==> config.mk <==
export PLATFORM = sky130hd
export DESIGN_NAME = blkremap_ctrl
export DESIGN_NICKNAME = d
export VERILOG_FILES = /design/src/rtl/blkremap_ctrl.sv
export SDC_FILE = /design/constraint.sdc
export NUM_CORES = 1
export LEC_CHECK = 0
export ABC_AREA = 1
export BUFFER_PORTS_ARGS = -buffer_cell sky130_fd_sc_hd__buf_2
export CAP_MARGIN = 5
export CORE_MARGIN = 2
export CORE_UTILIZATION = 50
export CTS_CLUSTER_SIZE = 16
export DETAILED_ROUTE_END_ITERATION = 10
export PLACE_DENSITY = 0.73
export SYNTH_ARGS = -nofsm -noshare
export SYNTH_HDL_FRONTEND = slang
export SYNTH_SLANG_ARGS = --single-unit
==> constraint.sdc <==
create_clock -name clk -period 2.5 [get_ports clk]
set_input_delay 0.5 -clock clk [delete_from_list [all_inputs] [get_ports clk]]
set_output_delay 0.5 -clock clk [all_outputs]
set_load 0.02 [all_outputs]
==> src/rtl/blkremap_ctrl.sv <==
module blkremap_ctrl #(
  parameter int ADDR_W     = 6,
  parameter int DATA_W     = 32,
  parameter int SPARE_BASE = 48,
  parameter int IDX_W      = 3
) (
  input  logic              clk,
  input  logic              rst_n,
  input  logic              req_valid,
  output logic              req_ready,
  input  logic [1:0]        req_op,
  input  logic [ADDR_W-1:0] req_addr,
  input  logic [DATA_W-1:0] req_wdata,
  output logic              rsp_valid,
  output logic [DATA_W-1:0] rsp_rdata,
  output logic              rsp_remapped,
  output logic              rsp_err,
  output logic              mem_req,
  output logic              mem_we,
  output logic [ADDR_W-1:0] mem_addr,
  output logic [DATA_W-1:0] mem_wdata,
  output logic              mem_wflag,
  input  logic [DATA_W-1:0] mem_rdata,
  input  logic              mem_rflag
);
  localparam int TAG_W   = ADDR_W - IDX_W;
  localparam int ENTRIES = 1 << IDX_W;
  localparam int BLOCKS  = 1 << ADDR_W;

  typedef enum logic [3:0] {
    S_IDLE, S_RD_ORIG, S_CHK_ORIG, S_RD_TGT, S_CHK_TGT,
    S_WR_DATA, S_RT_SPARE, S_RT_MARK, S_RESP
  } state_t;

  state_t            state;
  logic              op_wr;
  logic [ADDR_W-1:0] addr_q;
  logic [DATA_W-1:0] wdata_q;
  logic [ADDR_W-1:0] tgt_q;
  logic [DATA_W-1:0] rdata_q;
  logic              remap_q;
  logic              err_q;
  logic [ADDR_W:0]   free_q;

  logic              c_vld [ENTRIES];
  logic [TAG_W-1:0]  c_tag [ENTRIES];
  logic [ADDR_W-1:0] c_tgt [ENTRIES];

  logic [IDX_W-1:0]  req_idx;
  logic              hit;
  logic [ADDR_W-1:0] p0, p1, p2, voted;
  logic              vote_ok;
  logic              spares_left;
  logic              fill_en;
  logic [ADDR_W-1:0] fill_tgt;
  logic [ADDR_W-1:0] spare;

  assign req_idx     = req_addr[IDX_W-1:0];
  assign hit         = c_vld[req_idx] && (c_tag[req_idx] == req_addr[ADDR_W-1:IDX_W]);
  assign spares_left = free_q < (ADDR_W+1)'(BLOCKS);
  assign spare       = free_q[ADDR_W-1:0];

  assign p0      = mem_rdata[ADDR_W-1:0];
  assign p1      = mem_rdata[2*ADDR_W-1:ADDR_W];
  assign p2      = mem_rdata[3*ADDR_W-1:2*ADDR_W];
  assign vote_ok = (p0 == p1) || (p0 == p2) || (p1 == p2);
  assign voted   = ((p0 == p1) || (p0 == p2)) ? p0 : p1;

  assign fill_en  = ((state == S_CHK_ORIG) && mem_rflag && vote_ok) || (state == S_RT_MARK);
  assign fill_tgt = (state == S_RT_MARK) ? spare : voted;

  assign req_ready    = (state == S_IDLE);
  assign rsp_valid    = (state == S_RESP);
  assign rsp_rdata    = rdata_q;
  assign rsp_remapped = remap_q;
  assign rsp_err      = err_q;

  assign mem_req   = (state == S_RD_ORIG) || (state == S_RD_TGT) || (state == S_WR_DATA) ||
                     (state == S_RT_SPARE) || (state == S_RT_MARK);
  assign mem_we    = (state == S_WR_DATA) || (state == S_RT_SPARE) || (state == S_RT_MARK);
  assign mem_wflag = (state == S_RT_MARK);

  always_comb begin
    case (state)
      S_RD_TGT, S_WR_DATA: mem_addr = tgt_q;
      S_RT_SPARE:          mem_addr = spare;
      default:             mem_addr = addr_q;
    endcase
  end

  assign mem_wdata = (state == S_RT_MARK) ? DATA_W'({spare, spare, spare}) : wdata_q;

  always_ff @(posedge clk) begin
    if (!rst_n) begin
      for (int i = 0; i < ENTRIES; i++) c_vld[i] <= 1'b0;
    end else if (fill_en) begin
      c_vld[addr_q[IDX_W-1:0]] <= 1'b1;
    end
  end

  always_ff @(posedge clk) begin
    if (fill_en) begin
      c_tag[addr_q[IDX_W-1:0]] <= addr_q[ADDR_W-1:IDX_W];
      c_tgt[addr_q[IDX_W-1:0]] <= fill_tgt;
    end
  end

  always_ff @(posedge clk) begin
    if (!rst_n) begin
      state   <= S_IDLE;
      op_wr   <= 1'b0;
      addr_q  <= '0;
      wdata_q <= '0;
      tgt_q   <= '0;
      rdata_q <= '0;
      remap_q <= 1'b0;
      err_q   <= 1'b0;
      free_q  <= (ADDR_W+1)'(SPARE_BASE);
    end else begin
      case (state)
        S_IDLE: if (req_valid) begin
          addr_q  <= req_addr;
          wdata_q <= req_wdata;
          op_wr   <= req_op[0];
          rdata_q <= '0;
          remap_q <= 1'b0;
          err_q   <= 1'b0;
          if (req_op[1]) begin
            if (spares_left) state <= S_RT_SPARE;
            else begin
              err_q <= 1'b1;
              state <= S_RESP;
            end
          end else if (hit) begin
            tgt_q   <= c_tgt[req_idx];
            remap_q <= 1'b1;
            state   <= req_op[0] ? S_WR_DATA : S_RD_TGT;
          end else begin
            state <= S_RD_ORIG;
          end
        end
        S_RD_ORIG: state <= S_CHK_ORIG;
        S_CHK_ORIG: begin
          if (!mem_rflag) begin
            tgt_q <= addr_q;
            if (op_wr) state <= S_WR_DATA;
            else begin
              rdata_q <= mem_rdata;
              state   <= S_RESP;
            end
          end else if (!vote_ok) begin
            err_q <= 1'b1;
            state <= S_RESP;
          end else begin
            tgt_q   <= voted;
            remap_q <= 1'b1;
            state   <= op_wr ? S_WR_DATA : S_RD_TGT;
          end
        end
        S_RD_TGT: state <= S_CHK_TGT;
        S_CHK_TGT: begin
          rdata_q <= mem_rdata;
          state   <= S_RESP;
        end
        S_WR_DATA:  state <= S_RESP;
        S_RT_SPARE: state <= S_RT_MARK;
        S_RT_MARK: begin
          free_q  <= free_q + 1'b1;
          remap_q <= 1'b1;
          state   <= S_RESP;
        end
        default: state <= S_IDLE;
      endcase
    end
  end
endmodule


==> results of run 1 <==
## where the power goes
| part | internal [mW] | total (mW) | switching [mW] |
|---|---|---|---|
| registers | 3.34 | 3.57 | 0.231 |
| logic | 1.17 | 3.45 | 2.29 |
| clock network | 2.07 | 3.15 | 1.08 |
| total | 6.58 | 10.2 | 3.60 |
## worst max-delay path by stage
stage,cells past startpoint,endpoint,start,slack (ns)
finish,7,mem_addr[2],state[1]$_SDFFE_PN0N_,0.005
global route,7,mem_addr[2],state[1]$_SDFFE_PN0N_,-0.12
CTS,9,mem_wdata[6],state[2]$_SDFFE_PN0N_,0.003
detailed placement,13,c_tgt[4][3]$_DFFE_PP_,mem_rdata[4],0.11
global placement,13,c_tgt[4][4]$_DFFE_PP_,mem_rdata[5],0.15
floorplan,12,c_tag[2][0]$_DFFE_PP_,mem_rdata[5],0.36
## area by class of cell
cell class,instances,area (sq um),share of cell area [%]
clock inverters,13,273,2.78
well taps,216,270,2.75
clock buffers,19,433,4.41
multi-input cells,643,3200,32.6
inverters,126,478,4.87
flip-flops and latches,170,4130,42.1
repair buffers,182,1030,10.5
## metal layers
metal	routed length (microns)	global-route usage, %
met2	10200	42.6
met1	8910	32.2
met5	0	0
met3	1310	5.46
met4	840	12.5
## state kept, by name, indices dropped and copies added (netlist names), 4 cells and up
register,count
rsp_rdata,32
free_q,7
addr_q,6
c_tgt,48
c_vld,8
tgt_q,6
wdata_q,32
state,4
c_tag,24
## synth_stat cells (6+ instances only)
master    instances  share of area, %
edfxtp_1         72                27
a21oi_1          85               5.3
o21ai_0          98               6.1
clkbuf_1         19              0.89
o211ai_1         11               1.0
nand3_1          63               3.9
inv_2            13              0.61
nor2_2           16               1.2
buf_6             6              0.84
dfxtp_1          98                24
nand2_2           9              0.70
nor3_1            6              0.37
inv_1           112               5.2
buf_2            21               1.3
nor2_1          110               5.2
nand3b_1         33               3.1
nand2_1         181               8.5
## cells by family (layout without fill, tap and decap cells)
kind of cell / count (synthesis) / after routing / synth area share, %
AO/OA/AOI/OAI: 208 / 208 / 13.8
XOR/XNOR: 3 / 3 / 0.328
adder cells (fa/ha/maj): 1 / 1 / 0.156
buffers and inverters: 176 / 340 / 9.40
flip-flops: 170 / 170 / 51.4
AND/OR/NAND/NOR: 431 / 431 / 24.9
## repair_timing
action / CTS / global route
cloned: 0 / 0
setup buffers: 0 / 2
resized for setup: 7 / 26
pin swaps: 0 / 3
endpoints found under the setup margin: 13 / 24
## metrics by stage
stage	instance area [sq um]	TNS, ns
2_1_floorplan	8020	0
3_3_place_gp	9000	0
3_5_place_dp	9000	0
4_1_cts	9730	0
5_1_grt	9820	-0.358
6_report	9820	0
## tightest hold or removal path, cell delays in order
cell	delay (ns)
buf_2	0.09
nand3b_1	0.07
a21oi_1	0.05
==> results.yml, run 1 <==
setup_path:
  critical-path-slowest-cell: "dfxtp_4"
  ff2ff_path_depth: 8
  crit_chain: "inv_1, nor2_2, inv_1, nor2_4, inv_1, o211ai_1, buf_2"
  required_ns: 2.00
  r2r-start: "state[1]$_SDFFE_PN0N_"
  critPathMostFrequentCell: "inv_1"
  cp_num_buf_inv: 4
  ff2ff_setup_slack_ns: 0.34
  setup.worst_path.end_class: "output port"
  cpLargestDelayFamily: "buffers and inverters"
  critical-path-max-stage-delay_ns: 0.39
  start_kind: "flop"
  r2r-end: "c_tgt[4][2]$_DFFE_PP_"
  crit_type: "flop to output port"
  cp_max_fo: 6
  arrival_ns: 2.00
pwr:
  pwr_density_cell_mw_per_mm2: 1040
  finalPower_mw: 10.2
  ir_drop_mv: 0.621
  leakagePower_nw: 4.30
routing:
  route.antenna.remaining_nets: 0
  dr.pass1.iters: 5
  vias: 7120
  via_per_inst: 5.20
  post_drt_wl_per_cell_microns: 15.5
  drt_iter0_drc: 695
  drc_errors: 0
  drt-total-wl_microns: 21300
synthesis:
  synth_cell_types: 36
  synth_cells: 989
  synth-main-ff-cell: "dfxtp_1"
  seq_area_frac_synth_pct: 51.4
  async_flop_share_pct: 0
  syn-cell-area_sq_mm: 0.00802
  postSynthAreaPerCell_sq_um: 8.11
  yosysWarnings: 0
  synth_nets: 1066
  ys_ff_latch: 170
  synth-edff-count: 72
final_layout:
  drive_gt1_share_pct: 24.4
  final_cells: 1369
  antenna_cells: 0
  area_growth_pct: 22.4
  fill_cells: 1418
  final_nets: 1217
  final_common_cell: "nand2_1"
  fin_util_pct: 62.2
  most-common-layout-cells: "nand2_1 (179), buf_2 (148), inv_1 (109)"
cts:
  htree_levels: 4
  clock_latency_ns: 0.43
  cts-root-buf: "clkbuf_16"
  cts_buffer_depth: 2
  clk_pin_slew_worst_paths_ns: 0.06
  cts_made_buffers: 17
  hold_buffers: 0
  cts_tree: "yes"
  cts.sinks: 170
hold_path:
  holdCritStartpoint: "mem_rdata[20]"
  hold_path_depth: 3
  hold_path_end: "rsp_rdata[20]$_SDFFE_PN0P_"
  hold_class: "input pin to flop"
floorplan:
  dieHeight_microns: 131
  die_area_sq_mm: 0.0171
  initial_core_util_pct: 50.8
  die_x_microns: 131
  num_rows: 46
  core_region_area_sq_mm: 0.0158
  io_pins: 153
timing:
  timing.fmax_ghz: 0.401
  whs_ns: 0.332
  clock_skew_ns: 0.00605
  final.setup.worst_slack_ns: 0.00457
  maxSlewHeadroom_pct: 40.9
  final-hold-violation-count: 0
  drv_slew: 0
  setup_violations: 0
  fin_crit_sh_pct: 99.8
  period_minus_slack_ns: 2.50
  tightest_slew_ns: 0.886
place:
  dp.final_hpwl_microns: 14600
  dp_worst_setup_slack_ns: 0.106
  io_buffers: 152
  place_inst: 1335
  gp_congestion: 0.934
global_routing:
  grt_max_degree: 65
  grt_pass1_vias: 6750
  track_usage_pct: 25.7
  grt_pass1_wl_microns: 33600
  antenna_found_initial: 0
  gr-total-overflow: 0
run:
  drv_cap: 0
status:
  status: "finished clean"
Power figures use the tool's default switching activity.
==> inputs of run 2 (changes only) <==
CORE_ASPECT_RATIO = 2   (was default)
CTS_BUF_LIST = sky130_fd_sc_hd__clkbuf_4   (was default)
==> run 2 against run 1 <==
The run now ends with setup timing left. Fmax down 1.9%. Hold slack worse by 0.17 ns. Clock skew up 0.019 ns. Largest power group is now combinational cells. Design area down 1.1%. Worst setup slack worse by 0.048 ns. Critical path type unchanged. Clock-buffer cell count down 1. Register-to-register slack better by 0.13 ns.
==> results.yml, run 2 (synthesized netlist as in run 1, its figures left out) <==
final_layout:
  final_nets: 1235
  fill_cells: 1421
  most-common-layout-cells: "nand2_1 (178), buf_2 (134), inv_1 (105)"
  final_cell_area_sq_mm: 0.00971
  final_cells: 1373
  drive_gt1_share_pct: 27.2
  largest_reg_flops: 48
  final_common_cell: "nand2_1"
  area_growth_pct: 21.1
cts:
  hold_buffers: 0
  cts_made_buffers: 17
  clock_latency_ns: 0.60
  cts.sinks: 170
  cts_buffer_depth: 2
  htree_levels: 4
  cts-root-buf: "clkbuf_4"
  clk_pin_slew_worst_paths_ns: 0.14
  cts_tree: "yes"
hold_path:
  holdCritStartpoint: "mem_rdata[21]"
  hold_class: "input pin to flop"
routing:
  dr.pass1.iters: 5
  vias: 7273
  drt-total-wl_microns: 21900
  drt_iter0_drc: 393
  drc_errors: 0
  via_per_inst: 5.30
  route.antenna.remaining_nets: 0
  post_drt_wl_per_cell_microns: 15.9
timing:
  drv_slew: 0
  setup_violations: 9
  period_minus_slack_ns: 2.54
  maxSlewHeadroom_pct: 59.5
  timing.fmax_ghz: 0.393
  clock_skew_ns: 0.0252
  fin_crit_sh_pct: 102
  rsz0062_at_grt: "true"
  final.setup.worst_slack_ns: -0.0434
  tightest_slew_ns: 0.606
  final-hold-violation-count: 0
  whs_ns: 0.159
floorplan:
  io_pins: 153
  initial_core_util_pct: 51.1
  core_region_area_sq_mm: 0.0157
  die_x_microns: 93.5
  num_rows: 65
  dieHeight_microns: 183
  die_area_sq_mm: 0.0171
place:
  dp.final_hpwl_microns: 15900
  io_buffers: 152
  place_inst: 1323
  gp_congestion: 0.903
  place_area_sq_mm: 0.00902
setup_path:
  crit_start: "state[0]$_SDFFE_PN0N_"
  r2r-start: "state[0]$_SDFFE_PN0N_"
  crit_type: "flop to output port"
  arrival_ns: 2.04
  cp_max_fo: 7
  start_kind: "flop"
  required_ns: 2.00
  setup.worst_path.end_class: "output port"
pwr:
  ir_drop_mv: 0.792
  pwr_density_cell_mw_per_mm2: 917
  leakagePower_nw: 4.26
run:
  drv_cap: 0
status:
  status: "finished with violations"
  violations: "setup timing"
global_routing:
  grt_pass1_vias: 6983
  grt_pass1_wl_microns: 33800
  gr-total-overflow: 0
  antenna_found_initial: 1
  track_usage_pct: 25.6
  grt_max_degree: 65
==> run 2: cell types whose count changed in the layout (fill, tap and decap cells not counted), sizes merged <==
cell      before  now
clkbuf        19   18
buf          182  200
diode          0    1
bufinv         8    1
inv          126  132
clkinvlp       1    3
==> run 2: final timing paths <==
kind                                                    to  slack, ns  cells after the start
worst min register to register     wdata_q[1]$_SDFFE_PN0P_       0.46                      2
worst max-delay path                         mem_wdata[16]      -0.04                      6
worst max register to register       c_tgt[1][0]$_DFFE_PP_       0.47                      9
worst min-delay path            rsp_rdata[21]$_SDFFE_PN0P_       0.16                      3
==> run 2: per-stage QoR <==
step	utilization [%]	setup WS [ns]	power, mW	setup TNS, ns
after floorplan	-	0.362	6.00	0
after global placement	57.5	0.300	6.97	0
after detailed placement	57.5	0.271	7.02	0
after CTS	60.9	-0.0583	8.75	-0.459
after global routing	61.8	-0.103	9.42	-1.25
final	61.8	-0.0434	8.91	-0.241
==> run 2: routing by layer <==
layer / up-vias / wire (microns) / part of all wire [%] / global-route usage [%]
met5: - / 0 / 0 / 0
met4: 0 / 1160 / 5.3 / 15.0
met3: 76 / 904 / 4.1 / 3.57
met2: 240 / 12200 / 56 / 48.4
met1: 3388 / 7600 / 35 / 25.8
li1: 3569 / - / - / -
==> run 2: area by class of cell <==
cell class                 count  area (sq um)  share of cell area, %
multi-input combinational    643          3260                   33.6
clock buffer                  18           135                   1.39
sequential                   170          4140                   42.6
tap                          201           251                   2.59
clock inverter                14           158                   1.62
timing repair buffer         200          1270                   13.1
antenna                        1          2.50                 0.0258
inverter                     126           488                   5.03
==> run 2: timing repair <==
action | CTS | global route
cloned | 1 | 0
setup buffers | 12 | 4
endpoints found under the setup margin | 39 | 37
gates resized for setup | 55 | 41
pin swaps | 5 | 2
==> run 2: power by group <==
group          internal [mW]  switching [mW]  total [mW]
clock                  0.547            1.06        1.61
combinational           1.37            2.34        3.71
sequential              3.34           0.245        3.59
total                   5.26            3.64        8.91
==> run 2: critical path, stage by stage (launching register included) <==
cell,delay [ns]
dfxtp_4,0.43
nand2_1,0.15
nor2_4,0.30
buf_6,0.19
nand2_4,0.08
o21ai_0,0.11
buf_2,0.21
==> inputs of run 3 (changes only) <==
REMOVE_ABC_BUFFERS = 1   (was default)
==> run 3 against run 2 <==
The run now ends clean. Cell count hardly changed. Hold slack gained 0.012 ns. Design area increased by 0.58%. Combinational power is essentially flat.
==> results.yml, run 3 (synthesized netlist as in run 1, its figures left out) <==
setup_path:
  ff2ff_path_depth: 9
  cp_max_fo: 6
  start_kind: "flop"
  required_ns: 2.00
  crit_type: "flop to output port"
  setup.worst_path.end_class: "output port"
  arrival_ns: 1.99
timing:
  fin_crit_sh_pct: 99.5
  maxSlewHeadroom_pct: 56.6
  timing.fmax_ghz: 0.402
  setup_violations: 0
  period_minus_slack_ns: 2.49
  clock_skew_ns: 0.0152
  final-hold-violation-count: 0
  final.setup.worst_slack_ns: 0.0126
  tightest_slew_ns: 0.644
  rsz0062_at_grt: "true"
  setup_tns_ns: 0
  drv_slew: 0
  whs_ns: 0.172
global_routing:
  gr-total-overflow: 0
  grt_pass1_vias: 7132
  track_usage_pct: 27.0
  grt_pass1_wl_microns: 35300
  grt_max_degree: 67
  antenna_found_initial: 1
routing:
  via_per_inst: 5.30
  dr.pass1.iters: 6
  drt_iter0_drc: 315
  route.antenna.remaining_nets: 0
  drt-total-wl_microns: 22900
  drc_errors: 0
  vias: 7268
  post_drt_wl_per_cell_microns: 16.7
pwr:
  pwr_density_cell_mw_per_mm2: 912
  clockPowerShare_pct: 18.2
  seq_power_share_pct: 40.1
  internal_power_mw: 5.27
  ir_drop_mv: 0.544
  comb_power_share_pct: 41.7
  finalPower_mw: 8.91
  switching_power_mw: 3.64
  swShare_pct: 40.8
  leakagePower_nw: 4.26
place:
  dp.final_hpwl_microns: 16300
  place_area_sq_mm: 0.00899
  io_buffers: 152
  gp_congestion: 0.965
  place_inst: 1320
  dp_worst_setup_slack_ns: 0.230
floorplan:
  num_rows: 65
  io_pins: 153
  initial_core_util_pct: 51.1
  die_x_microns: 93.5
  die_area_sq_mm: 0.0171
  core_region_area_sq_mm: 0.0157
  dieHeight_microns: 183
cts:
  cts-root-buf: "clkbuf_4"
  cts_buffer_depth: 2
  htree_levels: 4
  clk_pin_slew_worst_paths_ns: 0.14
  clock_latency_ns: 0.58
  cts_tree: "yes"
  cts.sinks: 170
  cts_made_buffers: 17
hold_path:
  hold_class: "input pin to flop"
  hold_path_depth: 3
final_layout:
  final_cell_area_sq_mm: 0.00976
  largest_reg_flops: 48
  final_nets: 1234
  fin_util_pct: 62.2
  drive_gt1_share_pct: 27.5
  area_growth_pct: 21.8
  fill_cells: 1426
  final_cells: 1372
  most-common-layout-cells: "nand2_1 (177), buf_2 (133), inv_1 (106)"
  final_common_cell: "nand2_1"
run:
  drv_cap: 0
status:
  status: "finished clean"
-- run 3: what timing repair did --
action,in CTS,in global routing
setup buffers,11,6
endpoints found under the setup margin,39,32
hold buffers,0,0
resized for setup,46,58
cloned,1,1
pin swaps,6,5
-- run 3: path summary, 6_finish.rpt --
kind,slack (ns),endpoint,startpoint
min,0.17,rsp_rdata[28]$_SDFFE_PN0P_,mem_rdata[28]
min reg2reg,0.45,wdata_q[3]$_SDFFE_PN0P_,wdata_q[3]$_SDFFE_PN0P_
max reg2reg,0.41,wdata_q[23]$_SDFFE_PN0P_,state[1]$_SDFFE_PN0N_
max,0.01,mem_addr[4],state[1]$_SDFFE_PN0N_
-- run 3: layer usage --
metal | wire length [microns] | track usage, %
met1 | 7900 | 27.5
met2 | 12500 | 49.0
met3 | 1060 | 4.23
met4 | 1510 | 19.0
met5 | 0 | 0
-- run 3: power by group through the flow --
stage / logic (mW) / clock network (mW) / registers [mW]
floorplan: 2.06 / 0 / 3.70
global placement: 3.37 / 0 / 3.60
detailed placement: 3.39 / 0 / 3.60
CTS: 3.50 / 1.65 / 3.55
global route: 4.05 / 1.77 / 3.61
finish: 3.71 / 1.62 / 3.57
-- run 3: layout make-up --
class                   instances  area (sq um)  area share [%]
clock buffers                  19           143            1.46
diodes                          1          2.50          0.0256
repair buffers                199          1330            13.6
multi-input cells             643          3270            33.5
clock inverters                13           144            1.47
flip-flops and latches        170          4140            42.4
inverters                     126           485            4.97
well taps                     201           251            2.58
-- run 3: critical path, cell delays in order, from the launching register on --
cell,delay (ns)
dfxtp_4,0.39
inv_1,0.07
nor2_4,0.12
inv_2,0.07
nor2_4,0.15
nor3_2,0.07
buf_4,0.15
nand2_1,0.06
o211ai_1,0.13
buf_4,0.20
